<file path="src/rtl/bus_arbiter_lockout.sv">
module bus_arbiter_lockout #(
  parameter int N_MASTERS  = 4,
  parameter int IDLE_LIMIT = 16
) (
  input  logic                                         clk,
  input  logic                                         rst_n,
  input  logic [N_MASTERS-1:0]                         req_n,
  input  logic                                         frame_n,
  input  logic                                         irdy_n,
  input  logic [(N_MASTERS>1?$clog2(N_MASTERS):1)-1:0] park_sel,
  input  logic [N_MASTERS-1:0]                         clr_stall,
  output logic [N_MASTERS-1:0]                         gnt_n,
  output logic [N_MASTERS-1:0]                         stalled
);
  localparam int IW = (N_MASTERS > 1) ? $clog2(N_MASTERS) : 1;
  localparam int CW = $clog2(IDLE_LIMIT + 1);

  logic [N_MASTERS-1:0] gnt_q, gnt_d, stall_q, eligible, stall_set;
  logic [IW-1:0]        last_q, gnt_idx;
  logic [CW-1:0]        cnt_q;
  logic                 idle, idle_q, waiting, found;

  // idle only when both strobes are high
  assign idle     = frame_n & irdy_n;
  assign eligible = ~req_n & ~stall_q;
  assign waiting  = idle & (|(gnt_q & eligible)) & (gnt_d == gnt_q);
  assign gnt_n    = ~gnt_q;
  assign stalled  = stall_q;
  assign stall_set = (waiting && cnt_q == CW'(IDLE_LIMIT - 1)) ? gnt_q : '0;

  always_comb begin
    gnt_idx = '0;
    for (int i = 0; i < N_MASTERS; i++)
      if (gnt_q[i]) gnt_idx = IW'(i);
  end

  // rotating search starting after the last owner; R11: park otherwise
  always_comb begin
    gnt_d = '0;
    found = 1'b0;
    for (int off = 1; off <= N_MASTERS; off++) begin
      if (!found && eligible[(int'(last_q) + off) % N_MASTERS]) begin
        gnt_d[(int'(last_q) + off) % N_MASTERS] = 1'b1;
        found = 1'b1;
      end
    end
    if (!found) gnt_d[park_sel] = 1'b1;
  end

  always_ff @(posedge clk) begin
    if (!rst_n) begin
      gnt_q   <= '0;
      stall_q <= '0;
      last_q  <= IW'(N_MASTERS - 1);
      idle_q  <= 1'b1;
      cnt_q   <= '0;
    end else begin
      gnt_q   <= gnt_d;
      idle_q  <= idle;
      stall_q <= (stall_q | stall_set) & ~clr_stall;
      if (idle_q && !frame_n && (|gnt_q)) last_q <= gnt_idx;
      if (!waiting || cnt_q == CW'(IDLE_LIMIT - 1)) cnt_q <= '0;
      else cnt_q <= cnt_q + 1'b1;
    end
  end

  assert_single_grant_R1: assert property (@(posedge clk) disable iff (!rst_n)
    $onehot0(~gnt_n));

  assert_grant_latency_R3: assert property (@(posedge clk) disable iff (!rst_n)
    (|eligible) |=> ((~gnt_n) & $past(eligible)) != '0);

  assert_stall_ignored_R9: assert property (@(posedge clk) disable iff (!rst_n)
    (|eligible) |=> ((~gnt_n) & $past(stall_q)) == '0);

  assert_park_R11: assert property (@(posedge clk) disable iff (!rst_n)
    !(|eligible) |=> !gnt_n[$past(park_sel)]);

  assert_stall_on_idle_R8: assert property (@(posedge clk) disable iff (!rst_n)
    ((stall_q & ~$past(stall_q)) != '0) |-> $past(idle));

  assert_clear_wins_R10: assert property (@(posedge clk) disable iff (!rst_n)
    (|clr_stall) |=> (stall_q & $past(clr_stall)) == '0);
endmodule

</file>
<file path="config.mk">
export PLATFORM = sky130hd
export DESIGN_NAME = bus_arbiter_lockout
export DESIGN_NICKNAME = d
export VERILOG_FILES = /design/src/rtl/bus_arbiter_lockout.sv
export SDC_FILE = /design/constraint.sdc
export NUM_CORES = 1
export LEC_CHECK = 0
export ABC_AREA = 0
export BUFFER_PORTS_ARGS = -buffer_cell sky130_fd_sc_hd__buf_2
export CORE_MARGIN = 2
export CORE_UTILIZATION = 45
export DETAILED_ROUTE_END_ITERATION = 12
export GPL_TIMING_DRIVEN = 0
export PLACE_DENSITY = 0.75
export SYNTH_ARGS = -nofsm -noshare
export SYNTH_HDL_FRONTEND = slang
export SYNTH_SLANG_ARGS = --single-unit
</file>
<file path="constraint.sdc">
create_clock -name clk -period 4.3 [get_ports clk]
set_clock_uncertainty 0.05 [all_clocks]
set_input_delay 0.215 -clock clk [delete_from_list [all_inputs] [get_ports clk]]
set_output_delay 0.215 -clock clk [all_outputs]
set_load 0.02 [all_outputs]
</file>
# == Word-level counts from Yosys, hierarchy flattened ==
# Cells that the tools add are included.
# totals
register_bits,16
output_inout_bits,8
elab_cells,101
# classes
addsub,5
magnitude_cmp,10
n_eq_ne,2
n_mux,35
bitwise_logic,20
n_reduce_logical,24
# op_table
operator,n
$mux W4,6
$or A4 B4 Y4,5
$mux W1,18
$lt A3 B4 Y1 const B,4
$not A4 Y4,4
$and A4 B4 Y4,3
$ge A3 B1 Y1 const B,4
$logic_and A1 B1 Y1,11
$demux W1 S2,5
$reduce_or A2 Y1,5
$bmux W1 S2,4
$reduce_or A4 Y1,2
$add A5 B1 Y5 const B,1
$eq A5 B4 Y1 const B,1
$logic_not A1 Y1,5
$add A2 B1 Y2 const B,2
$add A2 B2 Y2 const B,2
$and A1 B1 Y1 const A,4
$eq A4 B4 Y1,1
$mux W2,2
$and A1 B1 Y1,3
$lt A2 B3 Y1 const B,1
$ge A2 B1 Y1 const B,1
$logic_or A1 B1 Y1,1
$not A1 Y1,1

# == Longest topological paths before layout ==
# Gate-level depths: netlist (run 1).
# logic_depth
depth_word,24
mapped_depth,10
mapped_depth_nobuf,9

# == Worst setup path after synthesis (run 1) ==
# No wires, ideal clock.
# synth_path
kind,reg2reg
start,register last_q[0]
end,register cnt_q[1]
setup_time_ps,87
t_arrival_ps,2526
required_ps,4163
path_slack_ps,1636
path_stages_with_launch,11
path_buffers,1
period_less_slack_ps,2664
cell_sequence,dfxtp_1 > buf_6 > inv_1 > ha_1 > mux4_2 > a22oi_1 > o211ai_1 > a221oi_1 > xnor2_1 > nand4_2 > nor4b_2
# synth_via
elab_chain_len,21
# synth_lines
element,line,text
start: declaration,19,"logic [IW-1:0] last_q, gnt_idx;"
start signal: assignment,54,last_q <= IW'(N_MASTERS - 1);
start signal: assignment,61,if (idle_q && !frame_n && (|gnt_q)) last_q <= gnt_idx;
$add A2 B1 Y2,"42, 43",
$reduce_or A2 Y1 (no source line) or $bmux W1 S2 (tied branches),--,
$and A1 B1 Y1 (no source line) or $mux W1 (tied branches),--,
"$lt A3 B4 Y1 (not written as such), or another cell as far along",43,gnt_d[(int'(last_q) + off) % N_MASTERS] = 1'b1;
$logic_and A1 B1 Y1 (not written as such) or $mux W1 (tied branches),"43, 42",
$mux W1 (not written as such) or $logic_not A1 Y1 (tied branches),"43, 42",
$demux W1 S2 or $logic_and A1 B1 Y1 (tied branches),"43, 42",
$mux W4 or $mux W1 (tied branches),42,if (!found && eligible[(int'(last_q) + off) % N_MASTERS]) begin
(+5 left out),--,
$mux W4,42,
$or A4 B4 Y4 (no source line),--,
$mux W4 (*),47,if (!found) gnt_d[park_sel] = 1'b1;
$eq A4 B4 Y1 (*),26,assign waiting = idle & (|(gnt_q & eligible)) & (gnt_d == gnt_q);
$and A1 B1 Y1 (*),26,
$logic_not A1 Y1 (*),62,if (!waiting || cnt_q == CW'(IDLE_LIMIT - 1)) cnt_q <= '0;
$logic_or A1 B1 Y1 (*),62,
$reduce_or A2 Y1 (no source line) (*),--,
end signal: assignment,63,else cnt_q <= cnt_q + 1'b1;
end: declaration,20,logic [CW-1:0] cnt_q;
# Mark *: on every way between the ends. The rest lies on a longest branch, timed or not. The select of a mux whose other input is x is not followed.
# A chain may end at the register's enable or synchronous reset.

# == Final worst setup path (run 1) ==
# layout_path
start,register last_q[1]
end,"register stall_q[0], in the netlist stalled[0]"
# layout_via
elab_chain_len,22
# layout_lines
element,line,text
$add A2 B1 Y2,"42, 43",
$reduce_or A2 Y1 (no source line) or $bmux W1 S2 (tied branches),--,
$and A1 B1 Y1 (no source line) or $mux W1 (tied branches),--,
"$lt A3 B4 Y1 (not written as such), or another cell as far along",43,
$logic_and A1 B1 Y1 (not written as such) or $mux W1 (tied branches),"43, 42",
$mux W1 (not written as such) or $logic_not A1 Y1 (tied branches),"43, 42",
$demux W1 S2 or $logic_and A1 B1 Y1 (tied branches),"43, 42",
$mux W4 or $mux W1 (tied branches),42,
(+6 left out),--,
$or A4 B4 Y4 (no source line),--,
$mux W4 (*),47,
$eq A4 B4 Y1 (*),26,
$and A1 B1 Y1 (*),26,
$logic_and A1 B1 Y1 (*),29,assign stall_set = (waiting && cnt_q == CW'(IDLE_LIMIT - 1)) ? gnt_q : '0;
$mux W4 (*),29,
$or A4 B4 Y4 (*),60,stall_q <= (stall_q | stall_set) & ~clr_stall;
$and A4 B4 Y4 (*),60,
end signal: assignment,60,
end: declaration,18,"logic [N_MASTERS-1:0] gnt_q, gnt_d, stall_q, eligible, stall_set;"
# Marked as above.

==> results.md, run 1 <==
- The number of failing setup endpoints in the final timing report is 0.
- Of the total synthesized cell area, the portion taken by XOR and XNOR cells is 0.0514.
- The placement-stage cell area is 1310 um^2.
- In the final layout, the share of cells above drive strength 1 is 0.236.
- The cell taking the most area after synthesis is dfxtp_1.
- The achievable clock frequency is around 320 MHz.
- The CTS tree is built.
- The worst hold path cell count is 2.
- The signal on the critical path passes through inv_1 -> ha_1 -> mux4_2 -> a21oi_1 -> o211ai_1 -> a221oi_1 -> xnor2_1 -> nand4_1 -> o31ai_1.
- A synthesized cell averages 8.52 um^2.
- The number of standard cells in the layout, taps in and fillers out is 191.
- The reported max-cap violation count is 0.
- The horizontal extent of the die is 54.9 um.
- Among all stages on the critical path, the largest delay is contributed by dfxtp_1.
- In this run the count of I/O pins placed on the die edge is 22.
- STA classifies the critical path startpoint as a flip-flop.
- The antenna diode instance count is 0.
- The arrival time at the worst endpoint is 3.26 ns.
- The first detailed-routing pass ran for 4 iterations.
- The worst-case vdd ir drop is 207 uV.
- For this run, the register share of the synthesized area comes to 0.274.
- For the worst setup path, the data required time is 4.44 ns.
- The fraction of the mapped netlist area in compound gates is 0.186.
- The clock net sink count is 16.
- Input and output buffers added on the ports amount to 21.
- The nature of the critical path endpoint is a flip-flop.
- The detailed-route vias per instance is 5.84.
- The post-synthesis net count is 160.
- Of the total synthesized cell area, the portion taken by full adders, half adders and majority gates is 0.0965.
- The simple-gate area share of the yosys netlist is 0.303.
- Routability-driven placement finished with a final weighted congestion of 1.01.
- Clock latency on the worst-skew pair, taken at its later pin, is 0.28 ns.
- The path class of the lowest-slack min-delay path is in2reg.
- The buffer levels on the longest clock path is 2.
- The number of instances in the synthesized netlist is ~140.
- The run finished with clean final reports.
- In the routed design, unresolved DRC markers number 0.
- In this run the number of H-tree levels came out at 1.
- The worst-path maximum fanout is 9.
- For this run, the slowest stage of the critical path takes 0.51 ns.
- After detailed routing, the average wire length per cell comes to 14.5 um.
- The count of cells along the worst register-to-register path is 9.
- The total count of hold-check failures in the final report is 0.
- In this run the post-CTS setup repair buffer count came out at 0.
- The root buffer cell is clkbuf_4.
- In this run the vertical extent of the chip is 54.9 um.
- Setup repair after global routing left no endpoint under its margin.
- The number of antenna-violating nets in the routed design is 0.
- The total non-filler cell area in the finished layout is 1330 um^2.
- The routed design could run at a clock period as short as 3.12 ns.
- The initial antenna violation count is 0.
- The transition at the pin with the smallest max-transition slack is 0.484 ns.
- The worst reg2reg path startpoint is last_q[1]$_SDFFE_PN1P_.
- The layout-stage area growth over the synthesis result is 14.1%.
- The kind of cell with the highest combined delay along the critical path is compound AO/OA/AOI/OAI gates.
- Wires add up to 2770 um.
- The leakage dissipation is 0.539 nW.
- The total negative slack for setup checks is 0 ns.
- The synthesized flop and latch total is 16.
- In this run the core area contains 18 standard-cell rows.
- Sorting the synthesized cells by area gives the leading types as dfxtp_1 27%, ha_1 9.6%, nor2_1 5.1%.
- The worst hold path begins at rst_n.
- The die footprint is 3020 um^2.
- The final max-slew violation count was 0.
- The maximum number of pins on one net before global-route repair is 10.
- Counting the buffers created by CTS gives 3.
- Across every metal layer, demand over resource in global routing totals 0.205.
- Timing analysis after detailed placement gives a worst setup slack of 1.16 ns.
- The fraction of synthesized cell area taken by the top area cell type is 0.274.
- The number of buffers and inverters on the critical path is 1.
- The wire-length estimate of the detail-placed layout is approximately 2200 um.
- For this configuration, the core starts out at a cell density of 0.471.
- Of the post-synthesis cell area, the part taken by muxes is 0.0386.
- Summing every instance area after synthesis gives 1170 um^2.
- In the final design database the tool counted 186 nets.
- The detailed router placed between 1k and 1.5k vias in this run.
- The number of global-route vias before repair is ~1.0k.
- After synthesis, the largest family of logic cells by area is simple AND/OR/NAND/NOR gates.
- The final worst slack is around 1.2 ns.
- During synthesis, Yosys emitted a total of 0 warnings.
- The number of buffers added to fix hold violations after cts is 0.
- In this run the critical register-to-register path is captured at stalled[0]$_SDFF_PN0_.
- The first-pass GRT wire length is 4410 um.
- The worst hold path terminates at idle_q$_SDFF_PN1_.
- In this run, the number of DRC markers left after iteration 0 of detailed routing was 24.
- The count of unique library cells instantiated by Yosys is slightly above 40.
- The area of the core region is 2480 um^2.
- Once the clock tree was built, the resizer swapped 0 gates to a different size.
- Setup slack on the worst reg-to-reg path comes out at 1.18 ns.
- The critical path is of the reg2reg type.
- Of the available clock period, the critical path in the final layout requires 0.725.
- The worst slew margin relative to its limit is 0.678.
- The power density over the cells is about 350 nW/um^2.
- After global routing the overflow that remains totals 0.
- Counting tap cells, the placed design contains a total of around 190 instances.
- The share of the core filled with cells is 0.538.
- Clock-pin slew was measured on the worst setup and hold paths at 0.09 ns.
==> stage by stage <==
step / total power [mW] / hold WS [ns]
final: 0.467 / 0.0831
after global routing: 0.501 / 0.0798
after CTS: 0.472 / 0.0733
after detailed placement: 0.392 / 0.378
after global placement: 0.383 / 0.378
after floorplan: 0.338 / 0.227
==> logic make-up (layout without fill, tap and decap cells) <==
group	Yosys count	in the layout
simple gates	60	60
compound gates	31	31
flops	16	16
buf+inv	13	37
fa+ha+maj	9	9
xor+xnor	6	6
mux	2	2
==> report_power, final <==
part | switching (mW) | internal [mW]
registers | 0.0176 | 0.159
clock network | 0.0462 | 0.0325
logic | 0.128 | 0.0840
total | 0.192 | 0.276
==> layer usage <==
metal  wire length [um]  global-route usage
met5                  0                   0
met1               1200               0.239
met4                 51              0.0569
met3                138              0.0457
met2               1380               0.373
==> layout by cell type (no fill, tap or decap), drive strengths merged, types with 2 or more instances in the layout <==
cell and instances:
a22oi 3, nand4 2, nor3 8, dfxtp 16, mux4 2, buf 22
nor4 8, a221oi 3, or2 4, nand3 3, o22ai 2, a21oi 4
o211ai 7, xnor2 5, nand2 10, and3 3, o21ai 4, ha 9
inv 11, o31ai 4, clkbuf 3, nand2b 2, nor2 17
==> final cells by class <==
class                           count  area [um^2]
Sequential cell                    16          320
Timing Repair Buffer               21          105
Multi-Input combinational cell    108          790
Inverter                           12         46.3
Tap cell                           30         37.5
Clock buffer                        3         22.5
Fill cell                         257         1140
Buffer                              1         11.3
==> worst max-delay path by stage <==
stage	start	endpoint	slack, ns	depth (start not counted)
3_3_place_gp	last_q[1]$_SDFFE_PN1P_	cnt_q[3]$_SDFF_PP0_	1.29	9
6_report	last_q[1]$_SDFFE_PN1P_	stalled[0]$_SDFF_PN0_	1.18	9
2_1_floorplan	last_q[0]$_SDFFE_PN1P_	cnt_q[1]$_SDFF_PP0_	1.64	10
4_1_cts	last_q[1]$_SDFFE_PN1P_	cnt_q[3]$_SDFF_PP0_	1.14	9
5_1_grt	last_q[1]$_SDFFE_PN1P_	cnt_q[2]$_SDFF_PP0_	0.87	9
3_5_place_dp	last_q[1]$_SDFFE_PN1P_	cnt_q[2]$_SDFF_PP0_	1.16	9
==> Yosys cell counts, drive strengths merged <==
cell type	count
nor2	17
dfxtp	16
inv	11
nand2	10
ha	9
nor3	8
nor4	8
o211ai	7
xnor2	5
a21oi	4
o21ai	4
o31ai	4
or2	4
a221oi	3
a22oi	3
and3	3
nand3	3
mux4	2
nand2b	2
nand4	2
o22ai	2
a21boi	1
a22o	1
a32oi	1
and3b	1
buf	1
clkinv	1
nor4b	1
o311ai	1
or3	1
xor2	1
==> state kept, by name, summed over array words and instances, names as in the netlist <==
register  cells
last_q        2
cnt_q         5
idle_q        1
gnt_q         4
stalled       4
(Power assumes the default switching activity.)
==> inputs of run 2 (changes only) <==
--- a/config.mk
+++ b/config.mk
@@ -5,7 +5,7 @@
 export SDC_FILE = /design/constraint.sdc
 export NUM_CORES = 1
 export LEC_CHECK = 0
-export ABC_AREA = 0
+export ABC_AREA = 1
 export BUFFER_PORTS_ARGS = -buffer_cell sky130_fd_sc_hd__buf_2
 export CORE_MARGIN = 2
 export CORE_UTILIZATION = 45
==> constraint.sdc (replaced) <==
create_clock -name clk -period 3.2 [get_ports clk]
set_clock_uncertainty 0.05 [all_clocks]
set_input_delay 0.16 -clock clk [delete_from_list [all_inputs] [get_ports clk]]
set_output_delay 0.16 -clock clk [all_outputs]
set_load 0.02 [all_outputs]
==> run 2 against run 1 <==
  * Worst hold slack worse by 0.041 ns
  * Clock-buffer cell count up 1
  * Highest routed layer unchanged
  * Combinational power increased to 2.9 times the previous value
  * First-iteration DRC count grew 17%
  * Maximum frequency rose by 15%
  * Clock power increased by 76%
  * Power rose by 120%
  * Non-clock buffer count did not move
  * Sequential share of layout area fell by 0.33 points
  * Register-to-register slack worse by 0.69 ns
  * Sequential power up 60%
  * Worst setup slack worse by 0.69 ns
  * Critical path type unchanged
==> results.md, run 2 <==
- The run finished with clean final reports.
- In the final routing, the length of wire on met1 measures 1250 um.
- The number of failing setup endpoints in the final timing report is 0.
- The detailed-routed wire length on met2 is approximately 1200 um.
- The arrival time at the worst endpoint is around 2.9 ns.
- The share of synthesized area in the top cell type comes to 0.276.
- The detailed-router iteration count before antenna repair is 4.
- The worst hold path begins at irdy_n.
- The async set-reset flop share out of synthesis is 0.
- CTS built an H-tree with a depth of 1.
- The quantity of I/O buffers inserted on ports is 21.
- The register-to-register setup slack is roughly 0.5 ns.
- The number of clock buffers added by TritonCTS is 3.
- The number of top-level design ports is 22.
- The reg-to-reg critical path endpoint is stalled[3]$_SDFF_PN0_.
- The root buffer cell is clkbuf_4.
- The CTS tree is built.
- The worst path required time is 3.37 ns.
- Counting instances, the worst hold path has a depth of 3.
- The final max-slew violation count is 0.
- STA classifies the critical path startpoint as a flip-flop.
- The first global-routing pass estimated 4120 um of wire.
- The share of the Yosys chip area taken by registers is 0.276.
- The number of flops mapped to enable cells by yosys is 0.
- The worst-case IR drop observed on VDD is 480 uV.
- The cell taking the most area after synthesis is dfxtp_1.
- The number of flip-flops in the largest register is 5.
- The worst-path maximum fanout is 9.
- For this run the aggregate overflow at the end of global routing stands at 0.
- The buffer levels on the longest clock path is 2.
- The total count of hold-check failures in the final report is 0.
- The finished layout holds about 220 standard cells, fillers aside.
- Setup repair after global routing left no endpoint under its margin.
- The insertion delay of the later-clocked pin in the worst-skew pair is roughly 0.29 ns.
- In the post-synthesis netlist, the biggest area contributors are dfxtp_1 28%, nand2_1 11%, ha_1 9.7%.
- The final routed wirelength across all metal layers is 2600 um.
- The share of the core filled with cells is 0.550.
- The detailed-route vias per instance is around 5.1.
- The reported max-cap violation count is 0.
- For the final routed database, the setup TNS stands at 0 ns.
- The number of antenna diodes in the final layout is 0.
- The nature of the critical path endpoint is a flip-flop.
- The die covers 3010 um^2.
- The post-synthesis instance area is approximately 1200 um^2.
- Counting flops per register, the top entry is cnt_q.
- The worst slew margin relative to its limit is 0.760.
- Dividing total power by cell area gives a power density of 764 nW/um^2.
- Once detailed placement completed, the half-perimeter wirelength came to about 2100 um.
- Synthesis produced a netlist whose cell count is 168.
- Counting instances in the post-synthesis netlist gives the leading cell types as 33 x nand2_1, 21 x nand3_1, 19 x inv_1, 19 x nor2_1, 16 x dfxtp_1.
- The layout-stage area growth over the synthesis result is 16.3%.
- The count of unique library cells instantiated by Yosys is 27.
- The time the worst path needs with I/O delays and setup is 2.71 ns.
- The number of global-route vias before repair is 966.
- The placed cell count is 219.
- The critical path is of the reg2reg type.
- The final net count is 218.
- In the final layout, the share of cells above drive strength 1 is 0.247.
- The clock net sink count is 16.
- The overall routing resource usage is 0.189.
- The die extent in y is 54.8 um.
- The initial utilization of the core area, before any placement, comes to 0.473.
- The horizontal extent of the die is approximately 55 um.
- The DRC violation count after routing is 0.
- The post-synthesis net count is 191.
- In the layout the commonest cells are 33 x nand2_1, 21 x nand3_1, 21 x buf_2, 19 x inv_1, 19 x nor2_1.
- The maximum number of pins on one net before global-route repair is 11.
- The Yosys warning count is 0.
- The most frequent standard cell in the layout excluding fill and tap cells is nand2_1.
- The most used flip-flop cell after synthesis is dfxtp_1.
- In this run the remaining antenna-violating nets after routing total 0.
- Setup slack on the critical path of the routed design comes to 0.494 ns.
- The path class of the lowest-slack min-delay path is in2reg.
- Static timing analysis puts the maximum clock frequency at approximately 370 MHz.
- Detailed routing placed a total of 156 um of wire on met3.
- The worst slack at placement is about 0.54 ns.
- The final weighted congestion in routability-driven placement is 0.790.
- The total of cells resized after clock tree synthesis is 0.
- The number of cells on the worst reg-to-reg path is 15.
- The leakage dissipation is 0.640 nW.
- The area of the core region is 2450 um^2.
- Summing over every cut layer, the via total after detailed routing is 1151.
- Averaged over all synthesized cells, the footprint is roughly 7 um^2.
- The worst reg2reg path startpoint is last_q[0]$_SDFFE_PN1P_.
- The most used standard cell by instance count after synthesis is nand2_1.
- In the final routed layout, each cell accounts on average for 11.6 um.
- At the pin with the least slew margin, the transition time is around 0.36 ns.
- In the finished design, the share of the clock period the worst path needs comes to 0.845.
- The final-layout fill cell count is approximately 240.
- The clock input transition at the sequential cells of the worst setup and hold paths is approximately 0.1 ns.
- The synthesized flop and latch total is 16.
- The launching element of the worst setup path is last_q[0]$_SDFFE_PN1P_.
- The initial antenna violation count is 0.
- The capture endpoint of the worst hold path is idle_q$_SDFF_PN1_.
- The total number of placement rows is 18.
- The number of violations reported at the end of detailed-routing iteration 0 is 28.
- The highest signal layer in the routed design is met4.
==> run 2: cell count changes in the layout (fill, tap and decap cells not counted), moves of 5 or more <==
| cell | delta |
|---|---|
| nor3_1 | -7 |
| nand2_2 | +5 |
| nand4_1 | +6 |
| inv_1 | +8 |
| nand3_1 | +18 |
| o211ai_1 | -6 |
| nand2_1 | +23 |
| nor4_1 | -6 |
==> run 2: metal layers <==
metal  global-route usage  vias to the layer above
met4               0.0375                        0
met2                0.300                       44
met1                0.252                      496
met5                    0                        -
met3               0.0574                        2
li1                     -                      609
==> run 2: area by class of cell <==
| cell class | instances | area, um^2 | share of cell area |
|---|---|---|---|
| clock buffer | 4 | 36.3 | 0.0269 |
| inverter | 24 | 90.1 | 0.0667 |
| multi-input combinational | 128 | 752 | 0.556 |
| sequential | 16 | 320 | 0.237 |
| tap | 30 | 37.5 | 0.0278 |
| timing repair buffer | 22 | 115 | 0.0852 |
==> run 2: critical path, cell delays in order (launching register included) <==
cell and delay [ns]:
dfxtp_1 0.54, inv_2 0.16, ha_1 0.38, inv_1 0.13
nand3_4 0.12, nand2_4 0.13, nand2_4 0.06, nor2_4 0.13
nand4_1 0.15, nand4_1 0.12, nand2_1 0.07, nor2_1 0.10
nand2_1 0.08, nor2_4 0.14, nand3_1 0.11, a21oi_1 0.14
==> run 2: cells by family after synthesis <==
group / share of synthesized area
and+or+nand+nor: 0.441
xor gates and xnor gates: 0.0151
AOI/OAI and AO/OA: 0.0936
adders and majority gates: 0.0969
DFF: 0.276
buffers and inverters: 0.0775
==> run 2: power breakdown <==
part / leakage, nW / internal, mW / switching, mW
Combinational: 0.489 / 0.210 / 0.402
Clock: 0.0210 / 0.0693 / 0.0684
Sequential: 0.130 / 0.229 / 0.0532
==> run 2: through the flow <==
stage	total power [mW]	instance area [um^2]	hold WS (ns)
finish	1.03	1350	0.0421
global route	1.12	1350	0.0413
CTS	1.03	1350	0.0303
detailed placement	0.894	1310	0.318
global placement	0.876	1310	0.313
floorplan	0.767	1160	0.179
==> run 2: what timing repair did <==
item / in CTS / in global routing
hold buffers: 1 / 0
hold endpoints to repair: 1 / 0
setup buffers: 0 / 0
==> run 2: worst max path at each step <==
stage                                        to  slack [ns]  depth (start not counted)
final                     stalled[3]$_SDFF_PN0_        0.49                         15
after global routing      stalled[3]$_SDFF_PN0_        0.25                         15
after CTS                 stalled[3]$_SDFF_PN0_        0.53                         15
after detailed placement  stalled[3]$_SDFF_PN0_        0.54                         15
after global placement    stalled[3]$_SDFF_PN0_        0.63                         15
after floorplan           stalled[3]$_SDFF_PN0_        0.92                         15
==> inputs of run 3 (changes only) <==
--- a/config.mk
+++ b/config.mk
@@ -5,7 +5,7 @@
 export SDC_FILE = /design/constraint.sdc
 export NUM_CORES = 1
 export LEC_CHECK = 0
-export ABC_AREA = 1
+export ABC_AREA = 0
 export BUFFER_PORTS_ARGS = -buffer_cell sky130_fd_sc_hd__buf_2
 export CORE_MARGIN = 2
 export CORE_UTILIZATION = 45
==> constraint.sdc (replaced) <==
create_clock -name clk -period 2.6 [get_ports clk]
set_clock_uncertainty 0.05 [all_clocks]
set_input_delay 0.13 -clock clk [delete_from_list [all_inputs] [get_ports clk]]
set_output_delay 0.13 -clock clk [all_outputs]
set_load 0.02 [all_outputs]
==> run 3 against run 2 <==
  * The run now ends with setup timing left
  * Worst setup slack lost 0.55 ns
  * Critical path type unchanged
  * Non-clock buffer count grew 9
  * Final cell count shrank 10%
==> results.md, run 3 (synthesis results as in run 1) <==
- The run finished, with violations left.
- The checks that failed: setup timing.
- In the final layout, the share of cells above drive strength 1 is 0.351.
- The area of the core region is 2480 um^2.
- The insertion delay of the later-clocked pin in the worst-skew pair is about 0.29 ns.
- The slowest cell on the critical path is dfxtp_4.
- The detailed-route vias per instance is around 6.
- The initial antenna violation count came to 0.
- From left edge to right edge, the die measures 54.9 um.
- The global route total overflow is 0.
- After clock tree synthesis, the clock-pin slew on the worst setup and hold paths is approximately 0.090 ns.
- Setup repair after global routing could not meet its margin everywhere.
- In this run the tightest slew margin relative to its limit is 0.664.
- In this run the worst hold path is classified as in2reg.
- The routed layout has 1182 vias.
- The final routed wire length divided by cell count is 15.6 um.
- The number of top-level design ports is 22.
- The finished layout holds about 200 standard cells, fillers aside.
- Once placement completed, the tool counted placed cells totaling 188.
- Dividing the final minimum period by the clock period gives 1.02.
- The startpoint class of the critical path is a flip-flop.
- The worst hold path passes through 3 cells.
- During placement, the flow inserted port buffers numbering 21.
- The number of flip-flops in the largest register is 5.
- The leakage dissipation is 0.577 nW.
- Walking the worst path, the cells encountered are clkinvlp_4 -> ha_4 -> mux4_2 -> a22oi_2 -> o211ai_1 -> a221oi_2 -> xnor2_1 -> nand4_2 -> nor4_1.
- Setup slack on the critical path of the routed design comes to -0.0512 ns.
- The library cell used most frequently in the layout, excluding fill and tap cells, is buf_2.
- The repair_antennas step left the layout with diodes totalling 0.
- The worst path in the final design needs a cycle of 2.65 ns, including I/O delays and setup.
- The DRC violation count after routing is 0.
- In this run the critical register-to-register path is captured at cnt_q[4]$_SDFF_PP0_.
- The first-pass GRT wire length is 4770 um.
- The worst setup path endpoint is cnt_q[4]$_SDFF_PP0_.
- Entering global routing, the biggest net connects 10 pins.
- The library cells used most frequently in the layout, excluding fill and tap cells, are 21 x buf_2, 16 x nor2_1, 14 x dfxtp_1, 10 x nand2_1.
- The reported max-cap violation count is 0.
- At the end of routability-driven placement, the weighted congestion stood at 0.960.
- The CTS tree is built.
- The die covers 3020 um^2.
- The clock net sink count is 16.
- The layout-stage area growth over the synthesis result is 27.5%.
- In this run the worst path has a maximum fanout of 5.
- The total count of hold-check failures in the final report is 0.
- Hold is met by 0.0427 ns.
- For the worst setup path, the data required time is 2.75 ns.
- STA puts the critical path data arrival time at around 2.8 ns.
- The detailed-router iteration count before antenna repair is 4.
- The final routed wirelength across all metal layers is 3140 um.
- The transition at the pin with the smallest max-transition slack is around 0.50 ns.
- The largest single stage delay on the critical path is between 0.3 and 0.4 ns.
- Fill cells in the final layout number 231.
- The setup check on the worst reg-to-reg path leaves a slack of -0.05 ns.
- Static timing analysis puts the maximum clock frequency at 377 MHz.
- The number of violations reported at the end of detailed-routing iteration 0 is 40.
- Counting flops per register, the top entry is cnt_q.
- The worst-case vdd ir drop is 453 uV.
- The final max-slew violation count is 0.
- The overall routing resource usage is 0.223.
- Counting cells, the worst reg-to-reg path comes to 9.
- The tree is rooted in a clkbuf_4.
- In this run, CTS created clock tree buffers numbering 3.
- The number of failing setup endpoints in the final timing report is 3.
- In this run the number of H-tree levels came out at 1.
- Summed over all nets, the half-perimeter wirelength after detailed placement is 2250 um.
- The nature of the critical path endpoint is a flip-flop.
- The critical path is of the reg2reg type.
- The number of global-route vias before repair is approximately 1.1k.
- Row generation in the floorplan step produced 18 rows.
- Power spread over the standard cell area amounts to around 610 nW/um^2.
- The launching element of the worst setup path is last_q[0]$_SDFFE_PN1P_.
- The final net count is between 150 and 200.
- The buffer levels on the longest clock path is 2.
- The starting density of the core is 0.471.
- The die extent in y is 54.9 um.
- The worst register-to-register path begins at last_q[0]$_SDFFE_PN1P_.
- The worst slack at placement is -0.361 ns.
- The number of antenna-violating nets in the routed design is 0.
## run 3: timing repair
action	CTS	global route
setup buffers	5	4
endpoints found under the setup margin	9	9
endpoints found under the hold margin	1	0
pin swaps	15	7
resized for setup	10	4
hold buffers	1	0
## run 3: routing by layer
layer	vias up	routed length, um	global-route usage
met5	-	0	0
met4	0	42	0.0691
met3	6	183	0.0618
li1	579	-	-
met1	561	1360	0.266
met2	36	1560	0.389
## run 3: per-stage QoR
step / power [mW] / util / instance area, um^2 / TNS [ns]
detailed placement: 0.661 / 0.536 / 1330 / -3.09
global placement: 0.647 / 0.536 / 1330 / -2.42
CTS: 0.878 / 0.587 / 1450 / -0.0838
finish: 0.904 / 0.601 / 1490 / -0.0612
global route: 0.959 / 0.601 / 1490 / -1.15
floorplan: 0.573 / - / 1190 / 0
## run 3: worst max-delay path: cells and delay by family, from the launching register on
family	cells	cell delay [ns]
XOR/XNOR	1	0.23
AO/OA/AOI/OAI	3	0.59
AND/OR/NAND/NOR	2	0.53
buffers and inverters	1	0.10
multiplexers	1	0.38
adder cells (fa/ha/maj)	1	0.30
flip-flops	1	0.38
## run 3: worst min path at each step
stage                      start                 to  slack (ns)
after global routing      irdy_n  idle_q$_SDFF_PN1_        0.04
after CTS                 irdy_n  idle_q$_SDFF_PN1_        0.03
final                     irdy_n  idle_q$_SDFF_PN1_        0.04
after detailed placement   rst_n  idle_q$_SDFF_PN1_        0.30
after floorplan            rst_n  idle_q$_SDFF_PN1_        0.14
after global placement     rst_n  idle_q$_SDFF_PN1_        0.29
## run 3: cell type report
class | count | area (um^2) | area share
well taps | 30 | 37.5 | 0.0252
clock buffers | 4 | 36.3 | 0.0244
repair buffers | 31 | 183 | 0.123
inverters | 12 | 50.0 | 0.0336
flip-flops and latches | 16 | 328 | 0.220
multi-input cells | 108 | 855 | 0.574
## run 3: power breakdown
part           internal, mW  switching, mW
registers             0.266         0.0254
logic                 0.189          0.259
clock network        0.0853         0.0799
total                 0.540          0.364
